### src/rtl/ctx_seq_pkg.sv
package ctx_seq_pkg;

  localparam int SLOT_LINK = 11;
  localparam int SLOT_WP   = 13;
  localparam int SLOT_PC   = 14;
  localparam int SLOT_ST   = 15;

  typedef enum logic [1:0] {
    OP_CALL = 2'd0,
    OP_RET  = 2'd1,
    OP_BL   = 2'd2,
    OP_NONE = 2'd3
  } ctx_op_e;

  typedef enum logic [3:0] {
    S_IDLE,
    S_VEC_WP,
    S_VEC_PC,
    S_SAVE_WP,
    S_SAVE_PC,
    S_SAVE_ST,
    S_LOAD_WP,
    S_LOAD_PC,
    S_LOAD_ST,
    S_LINK
  } ctx_state_e;

endpackage

### src/rtl/ctx_start_arb.sv
module ctx_start_arb #(
  parameter int LW = 4
) (
  input  logic          idle,
  input  logic          irq_req,
  input  logic [LW-1:0] irq_level,
  input  logic [LW-1:0] irq_mask,
  output logic          take_irq,
  output logic          cmd_ready
);

  logic level_ok;

  always_comb begin
    level_ok  = (irq_level >= irq_mask);
    take_irq  = idle && irq_req && level_ok;
    cmd_ready = idle && !take_irq;
  end

endmodule

### src/rtl/ctx_addr_gen.sv
module ctx_addr_gen
  import ctx_seq_pkg::*;
#(
  parameter int AW = 16
) (
  input  ctx_state_e    state,
  input  logic [AW-1:0] vec_base,
  input  logic [AW-1:0] cur_wp,
  input  logic [AW-1:0] new_wp,
  output logic [AW-1:0] addr
);

  localparam logic [AW-1:0] OFS_LINK = AW'(2 * SLOT_LINK);
  localparam logic [AW-1:0] OFS_WP   = AW'(2 * SLOT_WP);
  localparam logic [AW-1:0] OFS_PC   = AW'(2 * SLOT_PC);
  localparam logic [AW-1:0] OFS_ST   = AW'(2 * SLOT_ST);
  localparam logic [AW-1:0] EVEN     = ~AW'(1);

  logic [AW-1:0] raw;

  always_comb begin
    unique case (state)
      S_VEC_WP:  raw = vec_base;
      S_VEC_PC:  raw = vec_base + AW'(2);
      S_SAVE_WP: raw = new_wp + OFS_WP;
      S_SAVE_PC: raw = new_wp + OFS_PC;
      S_SAVE_ST: raw = new_wp + OFS_ST;
      S_LOAD_WP: raw = cur_wp + OFS_WP;
      S_LOAD_PC: raw = cur_wp + OFS_PC;
      S_LOAD_ST: raw = cur_wp + OFS_ST;
      S_LINK:    raw = cur_wp + OFS_LINK;
      default:   raw = cur_wp;
    endcase
    addr = raw & EVEN;
  end

endmodule

### src/rtl/ctx_switch_seq.sv
module ctx_switch_seq
  import ctx_seq_pkg::*;
#(
  parameter int            AW      = 16,
  parameter int            DW      = 16,
  parameter int            LW      = 4,
  parameter logic [AW-1:0] RST_WP  = 16'h0080,
  parameter logic [AW-1:0] RST_PC  = 16'h0040,
  parameter logic [DW-1:0] RST_ST  = 16'h0005,
  parameter logic [AW-1:0] IRQ_VEC = 16'h0008
) (
  input  logic          clk,
  input  logic          rst,
  input  logic          cmd_valid,
  output logic          cmd_ready,
  input  logic [1:0]    cmd_op,
  input  logic [AW-1:0] cmd_addr,
  input  logic [AW-1:0] cmd_next_pc,
  input  logic          irq_req,
  input  logic [LW-1:0] irq_level,
  output logic          irq_ack,
  output logic          req_valid,
  input  logic          req_ready,
  output logic          req_we,
  output logic [AW-1:0] req_addr,
  output logic [DW-1:0] req_wdata,
  input  logic          rsp_valid,
  input  logic [DW-1:0] rsp_data,
  output logic [AW-1:0] wp,
  output logic [AW-1:0] pc,
  output logic [DW-1:0] st,
  output logic          busy
);

  ctx_state_e    state;
  logic          pend;
  logic [AW-1:0] vec_base;
  logic [AW-1:0] save_pc;
  logic [AW-1:0] new_wp;
  logic [AW-1:0] new_pc;
  logic          take_irq;
  logic          idle;
  logic          acc_done;
  logic          rd_done;

  assign idle = (state == S_IDLE);
  assign busy = !idle;

  ctx_start_arb #(.LW(LW)) i_arb (
    .idle      (idle),
    .irq_req   (irq_req),
    .irq_level (irq_level),
    .irq_mask  (st[LW-1:0]),
    .take_irq  (take_irq),
    .cmd_ready (cmd_ready)
  );

  assign irq_ack = take_irq;

  ctx_addr_gen #(.AW(AW)) i_addr (
    .state    (state),
    .vec_base (vec_base),
    .cur_wp   (wp),
    .new_wp   (new_wp),
    .addr     (req_addr)
  );

  always_comb begin
    req_valid = busy && !pend;
    req_we    = (state == S_SAVE_WP) || (state == S_SAVE_PC) ||
                (state == S_SAVE_ST) || (state == S_LINK);
    unique case (state)
      S_SAVE_WP: req_wdata = DW'(wp);
      S_SAVE_ST: req_wdata = st;
      S_SAVE_PC,
      S_LINK:    req_wdata = DW'(save_pc);
      default:   req_wdata = '0;
    endcase
    acc_done = req_valid && req_ready;
    rd_done  = pend && rsp_valid;
  end

  always_ff @(posedge clk) begin
    if (rst) begin
      state    <= S_IDLE;
      pend     <= 1'b0;
      vec_base <= '0;
      save_pc  <= '0;
      new_wp   <= '0;
      new_pc   <= '0;
      wp       <= RST_WP;
      pc       <= RST_PC;
      st       <= RST_ST;
    end else begin
      if (acc_done && !req_we) pend <= 1'b1;
      if (rd_done)             pend <= 1'b0;
      unique case (state)
        S_IDLE: begin
          if (take_irq) begin
            vec_base <= IRQ_VEC;
            save_pc  <= pc;
            state    <= S_VEC_WP;
          end else if (cmd_valid) begin
            vec_base <= cmd_addr;
            save_pc  <= cmd_next_pc;
            unique case (ctx_op_e'(cmd_op))
              OP_CALL: state <= S_VEC_WP;
              OP_RET:  state <= S_LOAD_WP;
              OP_BL:   state <= S_LINK;
              default: state <= S_IDLE;
            endcase
          end
        end
        S_VEC_WP:  if (rd_done) begin
                     new_wp <= {rsp_data[AW-1:1], 1'b0};
                     state  <= S_VEC_PC;
                   end
        S_VEC_PC:  if (rd_done) begin
                     new_pc <= AW'(rsp_data);
                     state  <= S_SAVE_WP;
                   end
        S_SAVE_WP: if (acc_done) state <= S_SAVE_PC;
        S_SAVE_PC: if (acc_done) state <= S_SAVE_ST;
        S_SAVE_ST: if (acc_done) begin
                     wp    <= new_wp;
                     pc    <= new_pc;
                     state <= S_IDLE;
                   end
        S_LOAD_WP: if (rd_done) begin
                     new_wp <= {rsp_data[AW-1:1], 1'b0};
                     state  <= S_LOAD_PC;
                   end
        S_LOAD_PC: if (rd_done) begin
                     new_pc <= AW'(rsp_data);
                     state  <= S_LOAD_ST;
                   end
        S_LOAD_ST: if (rd_done) begin
                     wp    <= new_wp;
                     pc    <= new_pc;
                     st    <= rsp_data;
                     state <= S_IDLE;
                   end
        S_LINK:    if (acc_done) begin
                     pc    <= vec_base;
                     state <= S_IDLE;
                   end
        default:   state <= S_IDLE;
      endcase
    end
  end


  even_addr_chk: assert property (@(posedge clk) disable iff (rst)
    req_valid |-> !req_addr[0]);


  hold_req_chk: assert property (@(posedge clk) disable iff (rst)
    (req_valid && !req_ready) |=> (req_valid && $stable(req_addr) &&
                                   $stable(req_we) && $stable(req_wdata)));


  call_vec_first_chk: assert property (@(posedge clk) disable iff (rst)
    (cmd_valid && cmd_ready && cmd_op == 2'd0) |=>
      (req_valid && !req_we && req_addr == {$past(cmd_addr[AW-1:1]), 1'b0}));


  irq_vec_first_chk: assert property (@(posedge clk) disable iff (rst)
    irq_ack |=> (req_valid && !req_we && req_addr == {IRQ_VEC[AW-1:1], 1'b0}));


  busy_quiet_chk: assert property (@(posedge clk) disable iff (rst)
    busy |-> (!cmd_ready && !irq_ack));


  wp_switch_at_end_chk: assert property (@(posedge clk) disable iff (rst)
    !$stable(wp) |-> ($past(busy) && !busy));

endmodule

### config.mk
export PLATFORM = sky130hd
export DESIGN_NAME = ctx_switch_seq
export DESIGN_NICKNAME = d
export VERILOG_FILES = /design/src/rtl/ctx_seq_pkg.sv /design/src/rtl/ctx_start_arb.sv /design/src/rtl/ctx_addr_gen.sv /design/src/rtl/ctx_switch_seq.sv
export SDC_FILE = /design/constraint.sdc
export NUM_CORES = 1
export LEC_CHECK = 0
export BUFFER_PORTS_ARGS = -buffer_cell sky130_fd_sc_hd__buf_4
export CAP_MARGIN = 20
export CORE_MARGIN = 5
export CORE_UTILIZATION = 35
export CTS_CLUSTER_DIAMETER = 50
export DETAILED_ROUTE_END_ITERATION = 8
export SLEW_MARGIN = 0
export SYNTH_ARGS = -nofsm -noshare
export SYNTH_HDL_FRONTEND = slang
export SYNTH_SLANG_ARGS = --single-unit
### constraint.sdc
create_clock -name clk -period 3.9 [get_ports clk]
set_clock_uncertainty 0.2 [all_clocks]
set_input_delay 0.39 -clock clk [delete_from_list [all_inputs] [get_ports clk]]
set_output_delay 0.39 -clock clk [all_outputs]
set_load 0.005 [all_outputs]
After elaboration in Yosys (flattened, before gate mapping). Index checks and enable logic that the tools add are counted.

Register bits after elaboration: 116. Latch bits: 0. Memory bits (writable): 0. Memory bits (read-only): 0. Logic and storage cells: 96. Memories kept: 0.

Add/subtract/negate cells: 8. $mul: 0. Divide/modulo/power cells: 0. Magnitude comparators: 1. Eq/ne operators: 22. Shifts and indexed selects: 0. Mux-type cells: 25. Bitwise operators: 0. Reductions and logical operators: 31.

Operators by type and width (number): $mux 16 (9); $pmux 16 s9 (1); $add 16x5->16 const B (7); $pmux 16 s3 (2); $mux 4 (10); $pmux 4 s9 (1); $pmux 16 s2 (1); $ne 2x2->1 const B (9); $add 16x2->16 const B (1); $eq 4x3->1 const B (4); $pmux 4 s3 (1); $reduce_or 2->1 (5); $reduce_and 9->1 (1); $eq 4x2->1 const B (2); $eq 4x4->1 const B (2); $reduce_and 2->1 (4); $logic_and 1x1->1 (7); $eq 4x1->1 const B (1); $ge 4x4->1 (1); $logic_not 1->1 (4); $logic_not 4->1 (1); $reduce_and 4->1 (1); $reduce_bool 2->1 (2); $logic_or 1x1->1 (3); other kinds (7) (7).

Depth between registers and ports, before layout.
Depth after elaboration: 6. Gate-level depth with buffers: 13. Mapped depth without buffers: 12.

By module. From an unflattened synthesis, not the netlist that was laid out.

Cells, all modules: 908. Area total of the unflattened synthesis: 7364.6 sq um.

By module, submodules not included: ctx_switch_seq (instances 1, cells an instance 565, area an instance 5108.6 sq um); ctx_addr_gen (instances 1, cells an instance 329, area an instance 2147.1 sq um); ctx_start_arb (instances 1, cells an instance 14, area an instance 108.9 sq um).

Worst setup path before layout. Ideal clock, no wire load.

Path kind: flip-flop to output port. Start: register state[1]. End: output port req_addr[14]. Arrival: 3.167 ns. Path slack: 0.143 ns. Stages on the path, launching flop included: 13. Cells stage by stage: dfxtp_1 > buf_2 > inv_1 > nand2_1 > nor2_1 > clkbuf_1 > ha_1 > a2111o_1 > nand2b_1 > nor3_1 > xor2_1 > a311o_1 > o32a_1.

Cells in the longest elaborated chain, start to end: 2. Elaborated cells on any way between the ends: 10. Those cells by class: eq/ne: 9; mux: 1.

RTL lines: from (decl) (RTL line ctx_switch_seq.sv:35) `ctx_state_e state;`; from (signal assigned) (RTL line ctx_switch_seq.sv:85) `state <= S_IDLE;`; from (signal assigned) (RTL line ctx_switch_seq.sv:102) `state <= S_VEC_WP;`; from (signal assigned) (RTL line ctx_switch_seq.sv:107) `OP_CALL: state <= S_VEC_WP;`; $eq 4x4->1, or another cell as far along (RTL line ctx_addr_gen.sv:22) `unique case (state)`; $pmux 16 s9 (*) (RTL line ctx_addr_gen.sv:22); to (decl) (RTL line ctx_switch_seq.sv:25) `output logic [AW-1:0] req_addr,`.

Every way passes the cells marked *; elsewhere a longest branch is shown, timed or not.

Worst setup path in the final report. Same ends and word-level chain as after synthesis.

==> run_results.csv <==
group,metric,value,unit
layout,area_growth,27.9,%
routing,post_drt_wl_per_cell,21.1,um
global_route,grt.total_usage,23.3,%
timing,worst_slew_pin_slew,1.04,ns
die,die_w,150,um
die,ios,145,
worst_hold_path,min_from,"cmd_addr[13]",
die,initial_core_util,35.5,%
timing,period_needed,3.78,ns
routing,wl_met1,11.9,mm
timing,hold_viol,0,
layout,drive_above_1_share,22.7,%
clock_network,cts_max_level,4,
power_and_ir_drop,leakage,3.34,nW
synthesis,ys_ff_latch,115,
timing,drv_slew,0,
synthesis,ys.flop_type,"dfxtp_1",
worst_setup_path,worstPathRequired,3.31,ns
routing,vias,7284,
routing,first_pass_iters,9,
layout,layout.nets,1076,
global_route,grt_first_pass_wirelength,40.2,mm
clock_network,cts_setup_buffers,0,
routing,top_layer,"met4",
worst_hold_path,hold_path_end,"vec_base[13]",
layout,final_cells,1282,
die,rows,51,
timing,relSlewSlack,29.9,%
routing,vias_per_cell,5.68,
clock_network,cts_tree,"yes",
global_route,grt_pass1_vias,6775,
routing,drtIter0Drc,826,
die,die_h,150,um
timing,rsz0062_at_grt,"no",
synthesis,synth_edf_count,0,
outcome,status,"finished, violations left",
timing,setup_tns,0,ns
timing,final-setup-viol-count,0,
timing,fmax,265,MHz
routing,wl_met3,2.18,mm
placed_design,gp_congestion,0.984,
worst_setup_path,worstReg2RegEnd,"new_pc[6]",
die,core,19500,um2
layout,nFillCells,1986,
die,dieArea,22600,um2
worst_setup_path,critPathLaunchType,"register",
clock_network,clk_latency,0.41,ns
routing,drc,3,
synthesis,ys_seq_area_share,33.4,%
placed_design,pre_cts_ws,0.410,ns
synthesis,ys_types,81,
routing,totalWireLength,27.0,mm
worst_setup_path,worstSetupPathType,"register to output pin",
worst_setup_path,cp_max_fo,5,
timing,fin_ws,0.125,ns
worst_setup_path,rr_startpoint,"state[0]",
routing,wl_met2,12.1,mm
timing,period_share,96.8,%
worst_setup_path,rrSetupSlack,1.14,ns
synthesis,async_reset_ff_share,0,%
synthesis,synth_area_leaders,"dfxtp_1, nand2_1, mux2i_1",
clock_network,clock_path_buffers,2,
synthesis,synth_top_cell_area_share,33.4,%
worst_setup_path,cp_data_arrival_time,3.19,ns
synthesis,yosysWarnings,0,
worst_hold_path,hold_class,"input port to register",
power_and_ir_drop,p_per_area,545,nW/um2
synthesis,syn_inst,881,
layout,diodes,0,
outcome,violations,"DRC",
clock_network,cts-root-buf,"clkbuf_16",
flow_run,drv_cap,0,
worst_setup_path,critPathCaptureType,"output pin",
synthesis,yosysTopAreaCell,"dfxtp_1",
clock_network,numCtsBuffers,17,
synthesis,avgSynthCellArea,7.83,um2
worst_hold_path,holdPathStages,3,
routing,ant_nets,0,
global_route,grt_overflow_total,0,
clock_network,cts.clk_slew.worst_paths,0.05,ns
synthesis,syn-cell-area,6900,um2
worst_setup_path,reg2reg_depth,6,
clock_network,clock-sinks,115,
placed_design,place_inst,1250,
placed_design,dp_hpwl,20.1,mm
power_and_ir_drop,peakVddDrop,0.284,mV
global_route,antenna_found_initial,0,
global_route,grt_max_degree,79,
placed_design,port_buffers,142,
## area by class of cell
class / instances / area (um2) / area share [%]
Clock buffer: 22 / 464 / 5.26
Clock inverter: 9 / 130 / 1.47
Inverter: 49 / 184 / 2.08
Multi-Input combinational cell: 647 / 4100 / 46.4
Sequential cell: 115 / 2300 / 26.1
Tap cell: 265 / 332 / 3.76
Timing Repair Buffer: 175 / 1320 / 14.9
## flip-flops by register name, summed over array words and instances (netlist names)
signal    count
pend          1
save_pc      16
state         4
new_wp       15
pc           16
new_pc       16
st           16
vec_base     16
wp           15
## cells in the mapped netlist (9+ instances only)
cell type and instances:
o21ai_0 17, mux2i_1 39, a211oi_1 36, xor2_1 15, a22oi_1 15, o22ai_1 25
clkbuf_1 44, a21oi_1 72, nand2_1 132, nor2_1 86, dfxtp_1 115, xnor2_1 19
nand4_1 9, a21o_1 11, nor3_1 13, buf_2 13, ha_1 9, nand3_1 19
a222oi_1 17, inv_1 48
## where the power goes
part	switching, mW	internal [mW]	total [mW]
Clock	0.543	1.03	1.57
Combinational	1.05	0.732	1.78
Sequential	0.149	1.31	1.45
## kinds of logic (layout without fill, tap and decap cells)
family	Yosys count	in the layout	synth area share, %
compound gates	250	250	25.6
xor+xnor	34	34	4.31
fa+ha+maj	11	11	2.21
buf+inv	120	255	7.56
flops	115	115	33.4
mux	43	43	6.60
other cells	1	2	0.0543
simple gates	307	307	20.3
## routing by layer
| metal | GRT usage (%) | up-vias |
|---|---|---|
| li1 | - | 3428 |
| met1 | 32.7 | 3448 |
| met2 | 35.8 | 365 |
| met3 | 4.49 | 43 |
| met4 | 8.14 | 0 |
| met5 | 0 | - |
## layout by cell type, fill, tap and decap left out, types with 9 or more instances in the layout
cell,netlist,final
nand4_1,9,9
mux2i_1,39,39
dfxtp_1,115,115
nor3_1,13,12
a211oi_1,36,35
nand2_1,132,132
o21ai_0,17,17
nand3_1,19,19
ha_1,9,9
a222oi_1,17,17
clkbuf_16,0,17
a21o_1,11,11
nor2_1,86,84
buf_4,8,174
a22oi_1,15,15
xnor2_1,19,19
inv_1,48,48
o22ai_1,25,25
xor2_1,15,15
a21oi_1,72,72
## per-stage QoR
stage / hold WS (ns) / area [um2] / util [%] / power, mW
final: 0.0241 / 8830 / 45.4 / 4.81
after global routing: 0.0130 / 8830 / 45.4 / 5.03
after CTS: 0.0130 / 8820 / 45.3 / 4.79
after detailed placement: 0.246 / 8210 / 42.2 / 3.22
after global placement: 0.241 / 8210 / 42.2 / 3.22
after floorplan: 0.236 / 6910 / - / 2.50
## how the worst max path moves through the flow
stage / slack [ns] / depth (start not counted) / start / end
finish: 0.12 / 11 / state[1] / req_addr[14]
CTS: 0.05 / 11 / state[1] / req_addr[14]
global route: 0.000005 / 11 / state[1] / req_addr[14]
floorplan: 0.14 / 12 / state[1] / req_addr[14]
detailed placement: 0.41 / 10 / state[2] / req_addr[7]
global placement: 0.45 / 10 / state[2] / req_addr[7]
## worst max-delay path, cell delays in order (launching register included)
cell and delay (ns):
dfxtp_1 0.30, inv_1 0.11, nand2_1 0.17, nor2_2 0.21, ha_1 0.27, a2111o_1 0.43
nand2b_1 0.16, nor3_1 0.09, xor2_1 0.15, a311o_1 0.36, o32a_1 0.38, buf_4 0.15
## what timing repair did
action | in CTS | in global routing
endpoints found under the hold margin | 1 | 0
hold buffers | 1 | 0
pin swaps | 0 | 0
setup endpoints to repair | 1 | 3
gates resized for setup | 1 | 3
No activity file was read; power rests on OpenSTA's default activity.
